### src/rtl/imb_pkg.sv
package imb_pkg;

    typedef enum logic [2:0] {
        ST_IDLE,
        ST_SHORT,
        ST_LONG,
        ST_READY,
        ST_ERROR
    } imb_state_e;

    typedef enum logic [1:0] {
        ACC_ADDR,
        ACC_DATA,
        ACC_NONE
    } imb_acc_e;

    localparam logic [3:0] SYNC_READY = 4'b0000;
    localparam logic [3:0] SYNC_SHORT = 4'b0101;
    localparam logic [3:0] SYNC_LONG  = 4'b0110;
    localparam logic [3:0] SYNC_ERROR = 4'b1010;
    localparam logic [3:0] SYNC_NONE  = 4'b1111;

endpackage

### src/rtl/imb_decode.sv
module imb_decode
    import imb_pkg::*;
#(
    parameter int OFS_W      = 3,
    parameter int ADDR_BYTES = 4
) (
    input  logic [OFS_W-1:0]      ofs,
    output imb_acc_e              kind,
    output logic [ADDR_BYTES-1:0] byte_sel
);
    localparam logic [OFS_W-1:0] DATA_OFS = OFS_W'(ADDR_BYTES);

    for (genvar i = 0; i < ADDR_BYTES; i++) begin : g_sel
        assign byte_sel[i] = (ofs == OFS_W'(i));
    end

    always_comb begin
        if (|byte_sel) begin
            kind = ACC_ADDR;
        end else if (ofs == DATA_OFS) begin
            kind = ACC_DATA;
        end else begin
            kind = ACC_NONE;
        end
    end
endmodule

### src/rtl/imb_addr_bank.sv
module imb_addr_bank #(
    parameter int ADDR_BYTES = 4,
    parameter int DW         = 8
) (
    input  logic                       clk,
    input  logic                       rst_n,
    input  logic [ADDR_BYTES-1:0]      wr_sel,
    input  logic [DW-1:0]              wdata,
    input  logic [ADDR_BYTES-1:0]      rd_sel,
    output logic [ADDR_BYTES*DW-1:0]   addr,
    output logic [DW-1:0]              rd_byte
);
    logic [DW-1:0] bytes_q [ADDR_BYTES];

    always_ff @(posedge clk or negedge rst_n) begin
        if (!rst_n) begin
            for (int i = 0; i < ADDR_BYTES; i++) bytes_q[i] <= '0;
        end else begin
            for (int i = 0; i < ADDR_BYTES; i++) begin
                if (wr_sel[i]) bytes_q[i] <= wdata;
            end
        end
    end

    for (genvar i = 0; i < ADDR_BYTES; i++) begin : g_addr
        assign addr[i*DW +: DW] = bytes_q[i];
    end

    always_comb begin
        rd_byte = '0;
        for (int i = 0; i < ADDR_BYTES; i++) begin
            rd_byte = rd_byte | (bytes_q[i] & {DW{rd_sel[i]}});
        end
    end
endmodule

### src/rtl/imb_seq.sv
module imb_seq
    import imb_pkg::*;
(
    input  logic       clk,
    input  logic       rst_n,
    input  logic       start,
    input  imb_acc_e   kind,
    input  logic       permit,
    input  logic       core_ack,
    output logic       accept,
    output logic       core_fin,
    output logic       core_req,
    output logic [3:0] sync
);
    imb_state_e state_q, state_d;

    always_ff @(posedge clk or negedge rst_n) begin
        if (!rst_n) state_q <= ST_IDLE;
        else        state_q <= state_d;
    end

    always_comb begin
        state_d = state_q;
        unique case (state_q)
            ST_IDLE: begin
                if (start) begin
                    if (kind != ACC_DATA) state_d = ST_SHORT;
                    else if (permit)      state_d = ST_LONG;
                    else                  state_d = ST_ERROR;
                end
            end
            ST_SHORT: state_d = ST_READY;
            ST_LONG:  if (core_ack) state_d = ST_READY;
            ST_READY: state_d = ST_IDLE;
            ST_ERROR: state_d = ST_IDLE;
            default:  state_d = ST_IDLE;
        endcase
    end

    always_comb begin
        accept   = 1'b0;
        core_fin = 1'b0;
        core_req = 1'b0;
        sync     = SYNC_NONE;
        unique case (state_q)
            ST_IDLE:  accept = start;
            ST_SHORT: sync = SYNC_SHORT;
            ST_LONG: begin
                sync     = SYNC_LONG;
                core_req = 1'b1;
                core_fin = core_ack;
            end
            ST_READY: sync = SYNC_READY;
            ST_ERROR: sync = SYNC_ERROR;
            default:  sync = SYNC_NONE;
        endcase
    end
endmodule

### src/rtl/imb_bridge.sv
module imb_bridge
    import imb_pkg::*;
#(
    parameter int ADDR_BYTES = 4,
    parameter int DW         = 8,
    parameter int OFS_W      = 3
) (
    input  logic                       clk,
    input  logic                       rst_n,
    input  logic                       h_req,
    input  logic                       h_wr,
    input  logic [OFS_W-1:0]           h_ofs,
    input  logic [DW-1:0]              h_wdata,
    output logic [DW-1:0]              h_rdata,
    output logic [3:0]                 h_sync,
    output logic                       c_req,
    output logic                       c_we,
    output logic [ADDR_BYTES*DW-1:0]   c_addr,
    output logic [DW-1:0]              c_wdata,
    input  logic [DW-1:0]              c_rdata,
    input  logic                       c_ack,
    input  logic                       c_permit
);
    localparam int AW = ADDR_BYTES * DW;

    imb_acc_e              kind;
    logic [ADDR_BYTES-1:0] byte_sel;
    logic [ADDR_BYTES-1:0] addr_wr;
    logic [DW-1:0]         bank_rd;
    logic [AW-1:0]         bank_addr;
    logic                  accept;
    logic                  core_fin;
    logic [DW-1:0]         data_q;
    logic [DW-1:0]         rd_q;
    logic                  we_q;

    imb_decode #(.OFS_W(OFS_W), .ADDR_BYTES(ADDR_BYTES)) u_dec (
        .ofs      (h_ofs),
        .kind     (kind),
        .byte_sel (byte_sel)
    );

    assign addr_wr = byte_sel & {ADDR_BYTES{accept && h_wr}};

    imb_addr_bank #(.ADDR_BYTES(ADDR_BYTES), .DW(DW)) u_bank (
        .clk     (clk),
        .rst_n   (rst_n),
        .wr_sel  (addr_wr),
        .wdata   (h_wdata),
        .rd_sel  (byte_sel),
        .addr    (bank_addr),
        .rd_byte (bank_rd)
    );

    imb_seq u_seq (
        .clk      (clk),
        .rst_n    (rst_n),
        .start    (h_req),
        .kind     (kind),
        .permit   (c_permit),
        .core_ack (c_ack),
        .accept   (accept),
        .core_fin (core_fin),
        .core_req (c_req),
        .sync     (h_sync)
    );

    always_ff @(posedge clk or negedge rst_n) begin
        if (!rst_n) begin
            data_q <= '0;
            rd_q   <= '0;
            we_q   <= 1'b0;
        end else begin
            if (accept) begin
                we_q <= h_wr;
                rd_q <= (kind == ACC_ADDR) ? bank_rd : '1;
                if (h_wr && kind == ACC_DATA && c_permit) data_q <= h_wdata;
            end
            if (core_fin && !we_q) begin
                data_q <= c_rdata;
                rd_q   <= c_rdata;
            end
        end
    end

    assign h_rdata = rd_q;
    assign c_we    = we_q;
    assign c_addr  = bank_addr;
    assign c_wdata = data_q;
endmodule

### config.mk
export PLATFORM = sky130hd
export DESIGN_NAME = imb_bridge
export DESIGN_NICKNAME = d
export VERILOG_FILES = /design/src/rtl/imb_pkg.sv /design/src/rtl/imb_decode.sv /design/src/rtl/imb_addr_bank.sv /design/src/rtl/imb_seq.sv /design/src/rtl/imb_bridge.sv
export SDC_FILE = /design/constraint.sdc
export NUM_CORES = 1
export LEC_CHECK = 0
export ABC_AREA = 1
export BUFFER_PORTS_ARGS = -buffer_cell sky130_fd_sc_hd__buf_2
export CAP_MARGIN = 20
export CORE_UTILIZATION = 45
export DETAILED_ROUTE_END_ITERATION = 10
export PLACE_DENSITY = 0.71
export SYNTH_ARGS = -nofsm -noshare
export SYNTH_HDL_FRONTEND = slang
export SYNTH_SLANG_ARGS = --single-unit
### constraint.sdc
create_clock -name clk -period 2 [get_ports clk]
set_input_delay 0 -clock clk [delete_from_list [all_inputs] [get_ports clk]]
set_output_delay 0 -clock clk [all_outputs]
set_load 0.05 [all_outputs]
Yosys cells after proc, flatten, opt, wreduce, memory -nomap -nowiden
Index checks and enable logic that the tools add are counted.
{ "classes": {"n_eq_ne": 12, "bitwise": 8, "mux": 17, "reduce_logical": 13} }
{ "op_table": {"columns": ["op", "n"], "rows": [
  ["8-bit two-way mux", 6],
  ["8-bit bitwise AND", 4],
  ["8-bit OR", 3],
  ["4-bit case mux with 4 select lines", 1],
  ["3-bit by 2-bit == test with 1-bit output, second input constant", 4],
  ["3-bit two-way mux", 4],
  ["3-bit case mux with 3 select lines", 1],
  ["3-bit by 1-bit == test with 1-bit output, second input constant", 2],
  ["3-bit == test, second input constant", 2],
  ["3-bit zero test", 2],
  ["4-bit bitwise AND", 1],
  ["1-bit logical AND", 4],
  ["2-bit two-way mux", 2],
  ["2-bit != test, second input constant", 2],
  ["2-bit AND reduction", 2],
  ["2-bit nonzero test", 2],
  ["4-bit OR reduction", 1],
  ["1-bit two-way mux", 3],
  ["2-bit by 1-bit == test with 1-bit output, second input constant", 1],
  ["2-bit zero test", 1],
  ["2-bit by 1-bit != test with 1-bit output, second input constant", 1],
  ["1-bit zero test", 1]
]} }
{ "totals": {"reg_bits": 52, "in_bits": 25, "word_cells": 58, "output_inout_bits": 54} }

Longest topological paths before layout
Gate-level depths: netlist (run 1).
{ "depth": {"word_depth": 9, "depth_mapped": 10, "ltp_nobuf": 9} }

By module
Synthesis (run 1) repeated with hierarchy kept, for this count alone.
{ "unflattened": {"cells_unflattened": 410, "area_unflattened_um2": 2860.2} }
{ "modules_own_cells": {"columns": ["mod", "area_each_um2", "n_inst", "cells_per_inst", "seq_area_each_um2"], "rows": [
  ["imb_addr_bank", 1540.2, 1, 208, 800.8],
  ["imb_bridge", 1031.0, 1, 148, 425.4],
  ["imb_seq", 240.2, 1, 41, 75.1],
  ["imb_decode", 48.8, 1, 13, 0.0]
]} }

Worst setup path before layout (run 1)
Ideal clock, no wire load.
{ "synth_path": {"path_type": "reg2out", "from": "register u_seq.state_q[1]", "to": "output port h_sync[0]", "slack_ns": 0.096, "required_ns": 2.000, "path_buffers": 0, "arrival_ns": 1.904, "path_stages_with_launch": 6, "path_cell_list": "dfrtp_1 -> inv_1 -> nor2_4 -> a22oi_1 -> nand3_1 -> nand2_1"} }
{ "synth_between": {"elab_chain_len": 2, "elab_cells_between_ends": 5, "cone_classes": "eq/ne: 4; mux: 1"} }
{ "synth_lines": {"columns": ["element", "line", "rtl"], "rows": [
  ["from (decl)", "imb_seq.sv:15", "imb_state_e state_q, state_d;"],
  ["from (signal assigned)", "imb_seq.sv:19", "else state_q <= state_d;"],
  ["3-bit == test, or another cell as far along", "imb_seq.sv:45", "unique case (state_q)"],
  ["4-bit case mux with 4 select lines *", "imb_seq.sv:45", null],
  ["to (decl)", "imb_bridge.sv:15", "output logic [3:0] h_sync,"]
]} }
Mark *: on every way between the ends. The rest lies on a longest branch, timed or not.

Worst setup path in the final report (run 1)
{ "layout_path": {"from": "register u_seq.state_q[0]", "to": "register u_bank.bytes_q, in the netlist u_bank.addr[17]"} }
{ "layout_between": {"elab_chain_len": 4} }
{ "layout_lines": {"columns": ["element", "line", "rtl"], "rows": [
  ["3-bit zero test", "imb_seq.sv:45", null],
  ["1-bit two-way mux", "imb_seq.sv:45", null],
  ["1-bit logical AND", "imb_bridge.sv:43", "assign addr_wr = byte_sel & {ADDR_BYTES{accept && h_wr}};"],
  ["4-bit bitwise AND", "imb_bridge.sv:43", null],
  ["to (signal, indexed assignment)", "imb_addr_bank.sv:20", "if (wr_sel[i]) bytes_q[i] <= wdata;"],
  ["to (decl)", "imb_addr_bank.sv:13", "logic [DW-1:0] bytes_q [ADDR_BYTES];"]
]} }
Every way passes these cells.
A chain may end at the register's enable or synchronous reset.

==> flow_summary.json, run 1 <==
{
  "period_needed_ns": 1.523,
  "status": "complete, no violations",
  "grt_max_degree": 28,
  "synth_area_mm2": 0.002616,
  "num_rows": 27,
  "synthArstFlopShare_pct": 100.0,
  "hp-class": "primary input to flip-flop",
  "drive_above_1_share_pct": 25.61,
  "root_buffer": "clkbuf_8",
  "gp_congestion": 0.8429,
  "cp.required_ns": 2.18,
  "num-nets-final": 435,
  "synth_mux_area_share_pct": 0,
  "ioPinCount": 79,
  "synthDistinctLibCells": 22,
  "synth_top_family_by_area": "simple AND/OR/NAND/NOR gates",
  "grt_overflow": 0,
  "fin_tns_setup_ns": 0,
  "tritoncts": "built",
  "synth-compound-area-share_pct": 14.59,
  "setup_viol": 0,
  "cp_cell_sequence": "nor2_2 -> nand2_2 -> nor2_4 -> nand2_4 -> inv_2 -> nand2_2 -> nand2_1 -> o21ai_0",
  "path_clk_slew_ns": 0.09,
  "wire_per_inst_um": 12.98,
  "post-route-period-util_pct": 76.16,
  "hold_viol_final": 0,
  "start_kind": "flip-flop",
  "multi_input_area_mm2": 0.001049,
  "antenna_found_initial": 0,
  "avgSynthCellArea_um2": 7.952,
  "drt_iter0_drc": 103,
  "dieWidth_um": 78.25,
  "critPathMostFrequentCell": "nand2_2",
  "cts_resized": 0,
  "synthAdderAreaFrac_pct": 0,
  "portBuffers": 78,
  "antenna_left": 0,
  "drv_slew": 0,
  "cts-htree-levels": 2,
  "clkLatencyLatePin_ns": 0.31,
  "seq_area_frac_synth_pct": 49.74,
  "fin_skew_ns": 0.009994,
  "max_freq_mhz": 656.5,
  "drc_errors": 0,
  "synth.ff_latch_count": 52,
  "synth_fp_nets": 354,
  "synth-edff-count": 0,
  "routed_wl_um": 6254,
  "first_global_vias": 2100,
  "max_slew_margin_pct": 57.80,
  "dp_hpwl_um": 4759,
  "final-seq-area_mm2": 0.001301,
  "worst-setup-path-type": "flip-flop to flip-flop",
  "cts_max_path_buffers": 2,
  "dr.pass1.iters": 4,
  "area_growth_pct": 21.52,
  "num-fill-cells": 533,
  "synthXorXnorAreaFrac_pct": 0,
  "grt_setup_unrepaired": "no",
  "diodes": 0,
  "slowest_delay_ns": 0.44,
  "cap_viol_max_count": 0,
  "grt_use_total_pct": 22.46,
  "numCtsBuffers": 5,
  "crit_path_end_kind": "flip-flop",
  "vias_per_cell": 4.788,
  "synth_ff_type": "dfrtp_1",
  "syn-instance-count": 329,
  "clkSinkCount": 52,
  "dieArea_mm2": 0.006123,
  "start_util_pct": 47.22,
  "die_h_um": 78.25,
  "grt_pass1_wl_um": 10540,
  "slowest_stage": "dfrtp_1",
  "floorplan.core_area_mm2": 0.005540,
  "ys_warn_count": 0,
  "crit_fanout": 16,
  "tightest_slew_ns": 0.6331,
  "worstPathArrival_ns": 1.70,
  "post_cts_buffers": 0,
  "vias": 2308,
  "yosys.area_share.simple_pct": 25.49
}
==> registers in the layout (all words and copies together) (netlist names) <==
| name | flops |
|---|---|
| c_wdata | 8 |
| c_we | 1 |
| u_bank.addr | 32 |
| u_seq.state_q | 3 |
| h_rdata | 8 |
==> through the flow <==
| stage | setup slack, ns | cells | hold slack (ns) | util (%) | instance area [um2] |
|---|---|---|---|---|---|
| 2_1_floorplan | 0.09592 | 329 | -0.2956 | - | 2616 |
| 3_3_place_gp | 0.5698 | 469 | 0.05438 | 54.83 | 3038 |
| 3_5_place_dp | 0.4866 | 469 | 0.05619 | 54.83 | 3038 |
| 5_1_grt | 0.2893 | 482 | 0.05373 | 57.38 | 3179 |
| 6_report | 0.4768 | 482 | 0.02398 | 57.38 | 3179 |
| 4_1_cts | 0.4767 | 482 | 0.01747 | 57.38 | 3179 |
==> logic make-up (layout without fill, tap and decap cells) <==
kind of cell,count (synthesis),in the layout
AO/OA/AOI/OAI,72,72
AND/OR/NAND/NOR,144,144
flip-flops,52,52
buffers and inverters,61,142
==> synth_stat cells (5+ instances only) <==
master   number  share of area (%)
o21ai_1      10                1.9
buf_4         7                2.0
nand4_1       7                1.7
o21ai_0      35                6.7
a21oi_1      22                4.2
nor2_4        6                2.6
dfrtp_1      52                 50
inv_1        47                6.7
nor2_1       32                4.6
nand2_2       5                1.2
nand2_1      74                 11
nand3_1      15                2.9
==> final timing paths <==
check,startpoint,to,slack [ns],depth (start not counted)
setup / recovery,u_seq.state_q[0]$_DFFE_PN0P_,u_bank.addr[17]$_DFFE_PN0P_,0.48,8
hold / removal,h_wdata[0],u_bank.addr[0]$_DFFE_PN0P_,0.02,3
hold reg to reg,u_bank.addr[23]$_DFFE_PN0P_,u_bank.addr[23]$_DFFE_PN0P_,0.52,2
max in group asynchronous,rst_n,u_bank.addr[9]$_DFFE_PN0P_,1.19,3
setup reg to reg,u_seq.state_q[0]$_DFFE_PN0P_,u_bank.addr[17]$_DFFE_PN0P_,0.48,8
min in group asynchronous,rst_n,c_wdata[7]$_DFFE_PN0P_,0.24,2
==> critical path: cells and delay by family, from the launching register on <==
kind / cells / cell delay (ns)
compound gates: 1 / 0.08
simple gates: 6 / 0.78
flops: 1 / 0.44
buf+inv: 1 / 0.09
==> per-layer routing <==
| metal | vias up | routed length (um) | track usage (%) |
|---|---|---|---|
| met5 | - | 0 | 0 |
| met4 | 0 | 68 | 6.111 |
| met3 | 6 | 368 | 4.302 |
| met2 | 73 | 2836 | 35.18 |
| met1 | 1022 | 2980 | 31.83 |
| li1 | 1207 | - | - |
==> cell usage in the layout (no fill, tap or decap), types with 6 or more instances in the layout <==
cell,synthesis,final
a21oi_1,22,22
buf_2,3,78
dfrtp_1,52,52
dlygate4sd3_1,0,6
inv_1,47,47
nand2_1,74,74
nand3_1,15,15
nand4_1,7,7
nor2_1,32,32
nor2_4,6,6
o21ai_0,35,35
o21ai_1,10,10
==> final cells by class <==
class / instances / area share [%]
Multi-Input combinational cell: 216 / 32.98
Clock buffer: 5 / 2.165
Timing Repair Buffer: 85 / 14.80
Clock inverter: 2 / 0.3935
Tap cell: 72 / 2.834
Inverter: 50 / 5.903
Sequential cell: 52 / 40.93
==> what timing repair did <==
item                                    4_1_cts  5_1_grt
endpoints found under the hold margin        30        0
endpoints found under the setup margin        0        0
hold buffers                                  6        0
Power of run 1 is left out: the tool's default activity adds up to more than one toggle a clock period on the data nets, which glitch-free logic cannot reach.
==> inputs of run 2 (changes only) <==
clock period = 1.45 ns   (was 2 ns; I/O delays follow)
==> run 2 against run 1 <==
  * The run now ends with negative setup slack left
  * Register-to-register slack got worse by 0.51 ns
  * First-iteration DRC count up 51%
  * Utilization up 4.6 points
  * Non-clock buffer count up 14
  * Highest routed layer unchanged
==> flow_summary.json, run 2 (synthesized netlist as in run 1, its figures left out) <==
{
  "numCtsBuffers": 5,
  "cap_viol_max_count": 0,
  "drv_slew": 0,
  "critPathMostFrequentCell": "nor2_4",
  "combPwrFrac_pct": 61.0,
  "status": "complete, but fails checks",
  "crit_path_end_kind": "flip-flop",
  "clkLatencyLatePin_ns": 0.31,
  "grt_overflow": 0,
  "diodes": 0,
  "max_slew_margin_pct": 63.29,
  "cts_max_path_buffers": 2,
  "floorplan.core_area_mm2": 0.005540,
  "num-fill-cells": 525,
  "cts-htree-levels": 2,
  "hold_viol_final": 0,
  "power.internal_mw": 3.895,
  "worst-setup-path-type": "flip-flop to flip-flop",
  "root_buffer": "clkbuf_8",
  "ioPinCount": 79,
  "num-nets-final": 449,
  "area_growth_pct": 31.28,
  "max_freq_mhz": 675.1,
  "hold_end": "c_we$_DFFE_PN0P_",
  "r2r-start": "u_seq.state_q[0]$_DFFE_PN0P_",
  "routed_wl_um": 6549,
  "dr_wl_met3_um": 423,
  "antenna_found_initial": 0,
  "period_needed_ns": 1.481,
  "wire_per_inst_um": 13.18,
  "grt_max_degree": 32,
  "final-seq-area_mm2": 0.001303,
  "layout_common_cells": "76 x buf_2, 72 x nand2_1, 51 x dfrtp_1, 45 x inv_1, 31 x nor2_1",
  "clkSinkCount": 52,
  "final_common_cell": "buf_2",
  "tritoncts": "built",
  "grt_use_total_pct": 23.05,
  "dieWidth_um": 78.25,
  "grt_setup_unrepaired": "yes",
  "top_layer": "met4",
  "pwr-share-clk_pct": 9.2,
  "slowest_stage": "dfrtp_1",
  "layout_setup_ws_ns": -0.03121,
  "portBuffers": 78,
  "worstPathArrival_ns": 1.71,
  "p_seq_share_pct": 29.7,
  "gp_congestion": 0.8488,
  "holdCritStartpoint": "h_wr",
  "drc_errors": 0,
  "setup_viol": 17,
  "drive_above_1_share_pct": 30.82,
  "antenna_left": 0,
  "largest_reg_flops": 32,
  "reg2reg_to": "c_wdata[1]$_DFFE_PN0P_",
  "num_rows": 27,
  "fin_cells": 497,
  "die_h_um": 78.25,
  "crit_fanout": 16,
  "p_switching_mw": 5.084,
  "fin_tns_setup_ns": -0.2309,
  "cellPowerDensity_mw_per_mm2": 2614,
  "drt_iter0_drc": 156,
  "vias": 2504,
  "cp_cell_sequence": "nor2_4 -> nand2_2 -> nor2_4 -> nand2_4 -> o21ai_4 -> buf_12 -> nand2_1 -> o21ai_0",
  "fin_util_pct": 61.99,
  "holdPathStages": 3,
  "multi_input_area_mm2": 0.001116,
  "leakagePower_nw": 1.800,
  "post-route-period-util_pct": 102.2,
  "path_clk_slew_ns": 0.09,
  "vias_per_cell": 5.038,
  "netSwitchingFraction_pct": 56.62,
  "wl_met1_um": 3161,
  "dp_hpwl_um": 4839,
  "hp-class": "primary input to flip-flop",
  "vdd_ir_drop_max_mv": 1.500,
  "cp.required_ns": 1.67,
  "dp_cells": 478,
  "reg2reg_depth": 8,
  "dieArea_mm2": 0.006123,
  "wl_met2_um": 2893,
  "fin_skew_ns": 0.009035,
  "first_global_vias": 2348,
  "reg2reg_slack_ns": -0.03,
  "tightest_slew_ns": 0.5507,
  "dr.pass1.iters": 4,
  "start_util_pct": 47.22,
  "violations": "negative setup slack",
  "grt_pass1_wl_um": 11000,
  "start_kind": "flip-flop",
  "slowest_delay_ns": 0.44
}
run 2: changes by cell type in the layout (fill, tap and decap cells not counted), sizes merged:
cell,before,now
buf,79,93
clkbuf,5,6
run 2: layout make-up:
cell class                 count  share of cell area, %
clock inverter                 2                 0.4736
multi-input combinational    216                  32.50
clock buffer                   6                  2.113
sequential                    52                  37.92
inverter                      50                  5.464
tap                           72                  2.623
timing repair buffer          99                  18.91
run 2: worst max-delay path: cells and delay by family, from the launching register on:
kind            cells  cell delay (ns)
compound gates      2             0.25
buf+inv             1             0.15
simple gates        5             0.56
flops               1             0.44
run 2: power groups by stage:
stage	clock (mW)	combinational [mW]	sequential, mW
global route	0.901	5.85	2.76
floorplan	0	1.61	4.98
CTS	0.849	5.27	2.65
finish	0.830	5.48	2.67
detailed placement	0	5.14	2.68
global placement	0	5.08	2.67
run 2: worst max-delay path by stage:
stage	startpoint	end	slack, ns	cells past startpoint
global placement	u_seq.state_q[1]$_DFFE_PN0P_	c_wdata[1]$_DFFE_PN0P_	0.05	6
floorplan	u_seq.state_q[1]$_DFFE_PN0P_	h_sync[0]	-0.05	5
CTS	u_seq.state_q[2]$_DFFE_PN0P_	h_sync[0]	0.007	6
global route	u_seq.state_q[0]$_DFFE_PN0P_	c_wdata[6]$_DFFE_PN0P_	-0.12	8
finish	u_seq.state_q[0]$_DFFE_PN0P_	c_wdata[1]$_DFFE_PN0P_	-0.03	8
detailed placement	u_seq.state_q[1]$_DFFE_PN0P_	c_wdata[2]$_DFFE_PN0P_	-0.03	6
run 2: repair_timing:
item | CTS | global route
setup endpoints to repair | 17 | 50
setup buffers | 3 | 2
pin swaps | 2 | 5
cloned | 0 | 0
gates resized for setup | 6 | 23
hold buffers | 6 | 0
hold endpoints to repair | 26 | 0
run 2: stage by stage:
step | power [mW] | hold slack, ns | area [um2] | worst slack, ns
after floorplan | 6.584 | -0.2956 | 2625 | -0.04787
after global placement | 7.751 | 0.007129 | 3139 | 0.04709
after detailed placement | 7.819 | 0.001172 | 3139 | -0.02704
after CTS | 8.773 | 0.02117 | 3342 | 0.006906
after global routing | 9.508 | 0.01565 | 3435 | -0.1226
final | 8.980 | 0.01249 | 3435 | -0.03121
run 2: layer usage:
layer  global-route usage, %  vias to the layer above
met5                       0                        -
met4                   7.963                        0
met3                   4.302                        8
met2                   35.96                       89
met1                   32.22                     1163
li1                        -                     1244
Note: power is estimated with default switching activity, not from simulation.
